===== src/rtl/pattern_pkg.sv =====
package pattern_pkg;

    localparam int NUM_LFSR = 4;
    localparam int LFSR_MAX = 31;
    localparam int NUM_SQ   = 2;
    localparam int PHASE_W  = 4;

    localparam logic [2:0] SEL_PRBS7  = 3'd0;
    localparam logic [2:0] SEL_PRBS15 = 3'd1;
    localparam logic [2:0] SEL_PRBS23 = 3'd2;
    localparam logic [2:0] SEL_PRBS31 = 3'd3;
    localparam logic [2:0] SEL_CLK2   = 3'd4;
    localparam logic [2:0] SEL_CLK10  = 3'd5;

    typedef logic [LFSR_MAX-1:0] lfsr_t;

    function automatic int lfsr_len(input int idx);
        case (idx)
            0:       return 7;
            1:       return 15;
            2:       return 23;
            default: return 31;
        endcase
    endfunction

    function automatic int lfsr_tap(input int idx);
        case (idx)
            0:       return 6;
            1:       return 14;
            2:       return 18;
            default: return 28;
        endcase
    endfunction

    function automatic int sq_half(input int idx);
        return (idx == 0) ? 1 : 5;
    endfunction

    function automatic lfsr_t lfsr_seed(input int idx);
        return lfsr_t'((64'd1 << lfsr_len(idx)) - 64'd1);
    endfunction

endpackage


===== src/rtl/lfsr_stepper.sv =====
module lfsr_stepper #(
    parameter int LEN   = 7,
    parameter int TAP   = 6,
    parameter int WIDTH = 32
) (
    input  logic [LEN-1:0]   cur_i,
    output logic [LEN-1:0]   nxt_o,
    output logic [WIDTH-1:0] bits_o
);

    always_comb begin
        logic [LEN-1:0] s;
        logic           fb;
        s      = cur_i;
        bits_o = '0;
        for (int i = 0; i < WIDTH; i++) begin
            fb        = s[LEN-1] ^ s[TAP-1];
            bits_o[i] = fb;
            s         = {s[LEN-2:0], fb};
        end
        nxt_o = s;
    end

endmodule


===== src/rtl/square_gen.sv =====
module square_gen #(
    parameter int WIDTH = 32,
    parameter int HALF  = 5,
    parameter int PW    = 4
) (
    input  logic [PW-1:0]    phase_i,
    output logic [WIDTH-1:0] bits_o,
    output logic [PW-1:0]    phase_o
);

    localparam int PERIOD = 2 * HALF;

    always_comb begin
        logic [PW-1:0] p;
        p      = phase_i;
        bits_o = '0;
        for (int i = 0; i < WIDTH; i++) begin
            bits_o[i] = (p < PW'(HALF));
            p         = (p == PW'(PERIOD - 1)) ? '0 : p + PW'(1);
        end
        phase_o = p;
    end

endmodule


===== src/rtl/pattern_tx_gen.sv =====
module pattern_tx_gen
    import pattern_pkg::*;
#(
    parameter int WIDTH = 32
) (
    input  logic             clk_i,
    input  logic             rst_i,
    input  logic             en_i,
    input  logic [2:0]       pat_sel_i,
    input  logic             invert_i,
    output logic [WIDTH-1:0] data_o,
    output logic             valid_o
);

    if (WIDTH != 32 && WIDTH != 40) begin : gen_bad_width
        $error("pattern_tx_gen: WIDTH must be 32 or 40");
    end

    typedef struct packed {
        lfsr_t [NUM_LFSR-1:0]             lfsr;
        logic  [NUM_SQ-1:0][PHASE_W-1:0]  phase;
        logic  [2:0]                      sel;
        logic  [WIDTH-1:0]                data;
        logic                             valid;
    } state_t;

    state_t q, d;

    lfsr_t              base_l [NUM_LFSR];
    lfsr_t              nxt_l  [NUM_LFSR];
    logic [WIDTH-1:0]   lbits  [NUM_LFSR];
    logic [PHASE_W-1:0] base_p [NUM_SQ];
    logic [PHASE_W-1:0] nxt_p  [NUM_SQ];
    logic [WIDTH-1:0]   sbits  [NUM_SQ];
    logic [WIDTH-1:0]   word;
    logic               reload;

    // a new select code restarts every pattern from its seed
    assign reload = (pat_sel_i != q.sel);

    for (genvar g = 0; g < NUM_LFSR; g++) begin : gen_lfsr
        localparam int LEN = lfsr_len(g);
        localparam int TAP = lfsr_tap(g);
        logic [LEN-1:0] nxt_g;

        assign base_l[g] = reload ? lfsr_seed(g) : q.lfsr[g];

        lfsr_stepper #(
            .LEN   (LEN),
            .TAP   (TAP),
            .WIDTH (WIDTH)
        ) u_step (
            .cur_i  (base_l[g][LEN-1:0]),
            .nxt_o  (nxt_g),
            .bits_o (lbits[g])
        );

        assign nxt_l[g] = lfsr_t'(nxt_g);


        lfsr_live_chk: assert property (@(posedge clk_i) disable iff (rst_i)
            q.lfsr[g][LEN-1:0] != '0);
    end

    for (genvar k = 0; k < NUM_SQ; k++) begin : gen_sq
        localparam int HALF = sq_half(k);

        assign base_p[k] = reload ? '0 : q.phase[k];

        square_gen #(
            .WIDTH (WIDTH),
            .HALF  (HALF),
            .PW    (PHASE_W)
        ) u_sq (
            .phase_i (base_p[k]),
            .bits_o  (sbits[k]),
            .phase_o (nxt_p[k])
        );


        phase_range_chk: assert property (@(posedge clk_i) disable iff (rst_i)
            q.phase[k] < PHASE_W'(2 * HALF));
    end

    always_comb begin
        case (pat_sel_i)
            SEL_PRBS7:  word = lbits[0];
            SEL_PRBS15: word = lbits[1];
            SEL_PRBS23: word = lbits[2];
            SEL_PRBS31: word = lbits[3];
            SEL_CLK2:   word = sbits[0];
            SEL_CLK10:  word = sbits[1];
            default:    word = '0;
        endcase
    end

    always_comb begin
        d       = q;
        d.sel   = pat_sel_i;
        d.valid = en_i;
        for (int g = 0; g < NUM_LFSR; g++) begin
            d.lfsr[g] = base_l[g];
        end
        for (int k = 0; k < NUM_SQ; k++) begin
            d.phase[k] = base_p[k];
        end
        if (en_i) begin
            for (int g = 0; g < NUM_LFSR; g++) begin
                if (pat_sel_i == 3'(g)) begin
                    d.lfsr[g] = nxt_l[g];
                end
            end
            if (pat_sel_i == SEL_CLK2) begin
                d.phase[0] = nxt_p[0];
            end
            if (pat_sel_i == SEL_CLK10) begin
                d.phase[1] = nxt_p[1];
            end
            d.data = word ^ {WIDTH{invert_i}};
        end
    end

    always_ff @(posedge clk_i) begin
        if (rst_i) begin
            for (int g = 0; g < NUM_LFSR; g++) begin
                q.lfsr[g] <= lfsr_seed(g);
            end
            q.phase <= '0;
            q.sel   <= '0;
            q.data  <= '0;
            q.valid <= 1'b0;
        end else begin
            q <= d;
        end
    end

    assign data_o  = q.data;
    assign valid_o = q.valid;


    valid_lag_chk: assert property (@(posedge clk_i) disable iff (rst_i)
        !$past(rst_i) |-> (valid_o == $past(en_i)));


    hold_data_chk: assert property (@(posedge clk_i) disable iff (rst_i)
        (!$past(rst_i) && !$past(en_i)) |-> $stable(data_o));

endmodule


===== config.mk =====
export PLATFORM = sky130hd
export DESIGN_NAME = pattern_tx_gen
export DESIGN_NICKNAME = d
export VERILOG_FILES = /design/src/rtl/pattern_pkg.sv /design/src/rtl/lfsr_stepper.sv /design/src/rtl/square_gen.sv /design/src/rtl/pattern_tx_gen.sv
export SDC_FILE = /design/constraint.sdc
export NUM_CORES = 1
export LEC_CHECK = 0
export CAP_MARGIN = 40
export CORE_UTILIZATION = 65
export DETAILED_ROUTE_END_ITERATION = 7
export DONT_BUFFER_PORTS = 1
export PLACE_DENSITY_LB_ADDON = 0.15
export SYNTH_ARGS = -nofsm -noshare
export SYNTH_HDL_FRONTEND = slang
export SYNTH_SLANG_ARGS = --single-unit

===== constraint.sdc =====
create_clock -name clk_i -period 30.8 [get_ports clk_i]
set_clock_uncertainty 0.2 [all_clocks]
set_input_delay 1.54 -clock clk_i [delete_from_list [all_inputs] [get_ports clk_i]]
set_output_delay 1.54 -clock clk_i [all_outputs]
set_load 0.01 [all_outputs]

==> metrics <==
final hold violation count 0; Clock Tree Buf Depth 2; die area 17990 um^2; final global-route overflow total 0; top cell type by total area after synthesis sky130_fd_sc_hd__dfxtp_1; post-synthesis sequential element count 120; most numerous cell on the critical path sky130_fd_sc_hd__ha_1; vias in the first global route 10260; worst ir drop on vdd 37.22 uV; count of buffers inserted at the top-level ports 0; Final ANT Viol Nets 0; iteration-0 DRC count of the detailed router 1374; Remaining DRCs 0; Sink Count 120; pin count of the biggest net entering global routing 112; LEAKAGE 4.296 nW; Hold Worst Slack 0.3275 ns; part of the total power dissipated in sequential elements 39.0%; routed via count divided by cell count 6.985; Layout Utilization 69.36%; Logic pwr share 15.4%; detailed-routed wire length on met3 3654 um; Crit path buffers/inverters 2; Top Family by Delay on Critical Path compound AO/OA/AOI/OAI gates; kind of start point of the critical path input port; internal power summed over all cells 0.0002927 W; Post-synth EDFFs 0; die span in x 134.1 um; Cells after Synth 1499; HPWL Detailed 28090 um; dominant synthesized flop cell sky130_fd_sc_hd__dfxtp_1; fraction of power spent switching nets 31.93%; ys async rst share 0%; Vert. Die Dim 134.1 um; setup_tns 0 ns; area of the core region 16820 um^2; Crit path arrival time 14.14 ns; clock root cell sky130_fd_sc_hd__clkbuf_16; Post-CTS Resized 0; insertion delay of the later-clocked pin in the worst-skew pair 0.43 ns; Synth top area share 21.17%; required time reported for the critical path endpoint 30.93 ns; layout-stage area growth over the synthesis result 2.778%; drt first pass iters 6; most frequent cell after synthesis sky130_fd_sc_hd__nor2_1; Power Dens Cells 36.87 nW/um^2; Synth warnings 0; share of power burned in the clock network 45.6%; Final Critical Period 14.01 ns; number of antenna violations at the first check in global routing 1; maximum capacitance violations 0; CP endpoint kind flop; cell area after synthesis 11350 um^2; deepest level of the CTS H-tree 4; Starting Density 67.48%; count of hold buffers inserted by post-cts repair 0; status finished, final reports clean; CTS tree yes; Worst path slowest cell sky130_fd_sc_hd__o311ai_2; sw power 0.0001373 W; Global Route Usage Sum 42.24%; overall power consumption 0.0004300 W; ratio of cells with drive above 1 in the final layout 7.670%; ranking of synthesized cells by instance count sky130_fd_sc_hd__nor2_1 (187), sky130_fd_sc_hd__dfxtp_1 (120), sky130_fd_sc_hd__nand2_1 (109), sky130_fd_sc_hd__a21oi_1 (94), sky130_fd_sc_hd__o21ai_0 (89); final setup violating endpoints 0; RePlAce Congestion 1.130; Metal-1 WL 14670 um; CP max FO 32; upper clock frequency limit 71.36 MHz; Worst-Margin Slew 1.096 ns; number of buffers inserted to repair setup after CTS 0; top routing layer used met5; detail-routed net length per standard cell 23.38 um; number of primary I/O pins 40; Met2 Wirelength 16830 um; total number of placement rows 47; final worst setup slack 16.79 ns; wire length after detailed routing 38060 um; max incr delay on CP 0.65 ns; clock input transition at the sequential cells of the worst setup and hold paths 0.06 ns; count of unique library cells instantiated by Yosys 111; number of buffers inserted during clock tree synthesis 17; global-route wire length before repair 58280 um; number of antenna cells inserted 0; Net Count, Synth 1551; HP Class reg2reg; Crit Path Category in2reg; Via Count 11370; max-slew violation count 0; fill cell total of the finished layout 1471; headroom to the max-slew limit 25.01%; fraction of the yosys area taken by sequential cells 21.17%; period utilisation layout 45.50%; minimum setup slack after placement 16.69 ns; Nets 1447; average cell area after synthesis 7.571 um^2; largest cells by area after synthesis sky130_fd_sc_hd__dfxtp_1 (21%), sky130_fd_sc_hd__xor2_1 (6.8%), sky130_fd_sc_hd__xnor2_1 (6.3%); unrepaired setup endpoints after global routing false
-- worst paths after layout --
kind | startpoint | to | slack, ns | cells past startpoint
worst min register to register | q[139]$_SDFF_PP1_ | q[139]$_SDFF_PP1_ | 0.33 | 2
worst max register to register | q[33]$_SDFF_PP0_ | q[43]$_SDFF_PP0_ | 17.59 | 51
worst max-delay path | pat_sel_i[0] | q[43]$_SDFF_PP0_ | 16.79 | 51
worst min-delay path | q[139]$_SDFF_PP1_ | q[139]$_SDFF_PP1_ | 0.33 | 2
-- stage by stage --
step	std cells	cell area (um^2)
after floorplan	1499	11350
after global placement	1592	11060
after detailed placement	1596	11090
after CTS	1628	11660
after global routing	1628	11660
final	1628	11660
-- registers in the layout, summed over array words and instances, names as in the netlist --
name / count
data_o: 32
q: 87
valid_o: 1
-- logic make-up (layout without fill, tap and decap cells) --
family	after synthesis	count (layout)	synth area share, %
AO/OA/AOI/OAI	458	458	28.49
XOR/XNOR	172	172	13.50
adder cells (fa/ha/maj)	46	46	5.049
buffers and inverters	171	80	7.011
flip-flops	120	120	21.17
multiplexers	43	43	3.947
AND/OR/NAND/NOR	489	489	20.84
-- power by group through the flow --
stage / combinational [W] / clock, W / sequential (W)
after floorplan: 0.0000600 / 0 / 0.000167
after global placement: 0.0000628 / 0 / 0.000171
after detailed placement: 0.0000638 / 0 / 0.000171
after CTS: 0.0000642 / 0.000196 / 0.000168
after global routing: 0.0000706 / 0.000204 / 0.000168
final: 0.0000661 / 0.000196 / 0.000168
-- final cells by class --
cell class / instances / area (um^2) / area share, %
multi-input combinational: 1208 / 8164 / 69.99
sequential: 120 / 2402 / 20.59
inverter: 29 / 108.9 / 0.9332
clock inverter: 15 / 148.9 / 1.276
tap: 220 / 275.3 / 2.360
timing repair buffer: 19 / 140.1 / 1.201
clock buffer: 17 / 425.4 / 3.647
-- cell usage in the layout (no fill, tap or decap), drive strengths merged, types with 36 or more instances in the layout --
master,instances
a21oi,96
dfxtp,120
ha,45
inv,40
mux2i,38
nand2,109
nand2b,36
nor2,188
o21ai,101
o21bai,36
o22ai,37
xnor2,84
xor2,88
-- worst register-to-register path, delay by kind of cell, from the launching register on --
family          cells  cell delay, ns
compound gates     25            5.98
simple gates       12            2.83
fa+ha+maj           6            1.90
mux                 4            0.92
buf+inv             2            0.58
xor+xnor            2            0.37
flops               1            0.31
-- routing by layer --
| metal | GRT usage, % | up-vias |
|---|---|---|
| met4 | 28.09 | 2 |
| met2 | 65.83 | 643 |
| met3 | 11.15 | 197 |
| met5 | 0 | - |
| met1 | 51.18 | 5378 |
| li1 | - | 5152 |
No activity file was read; power rests on OpenSTA's default activity.
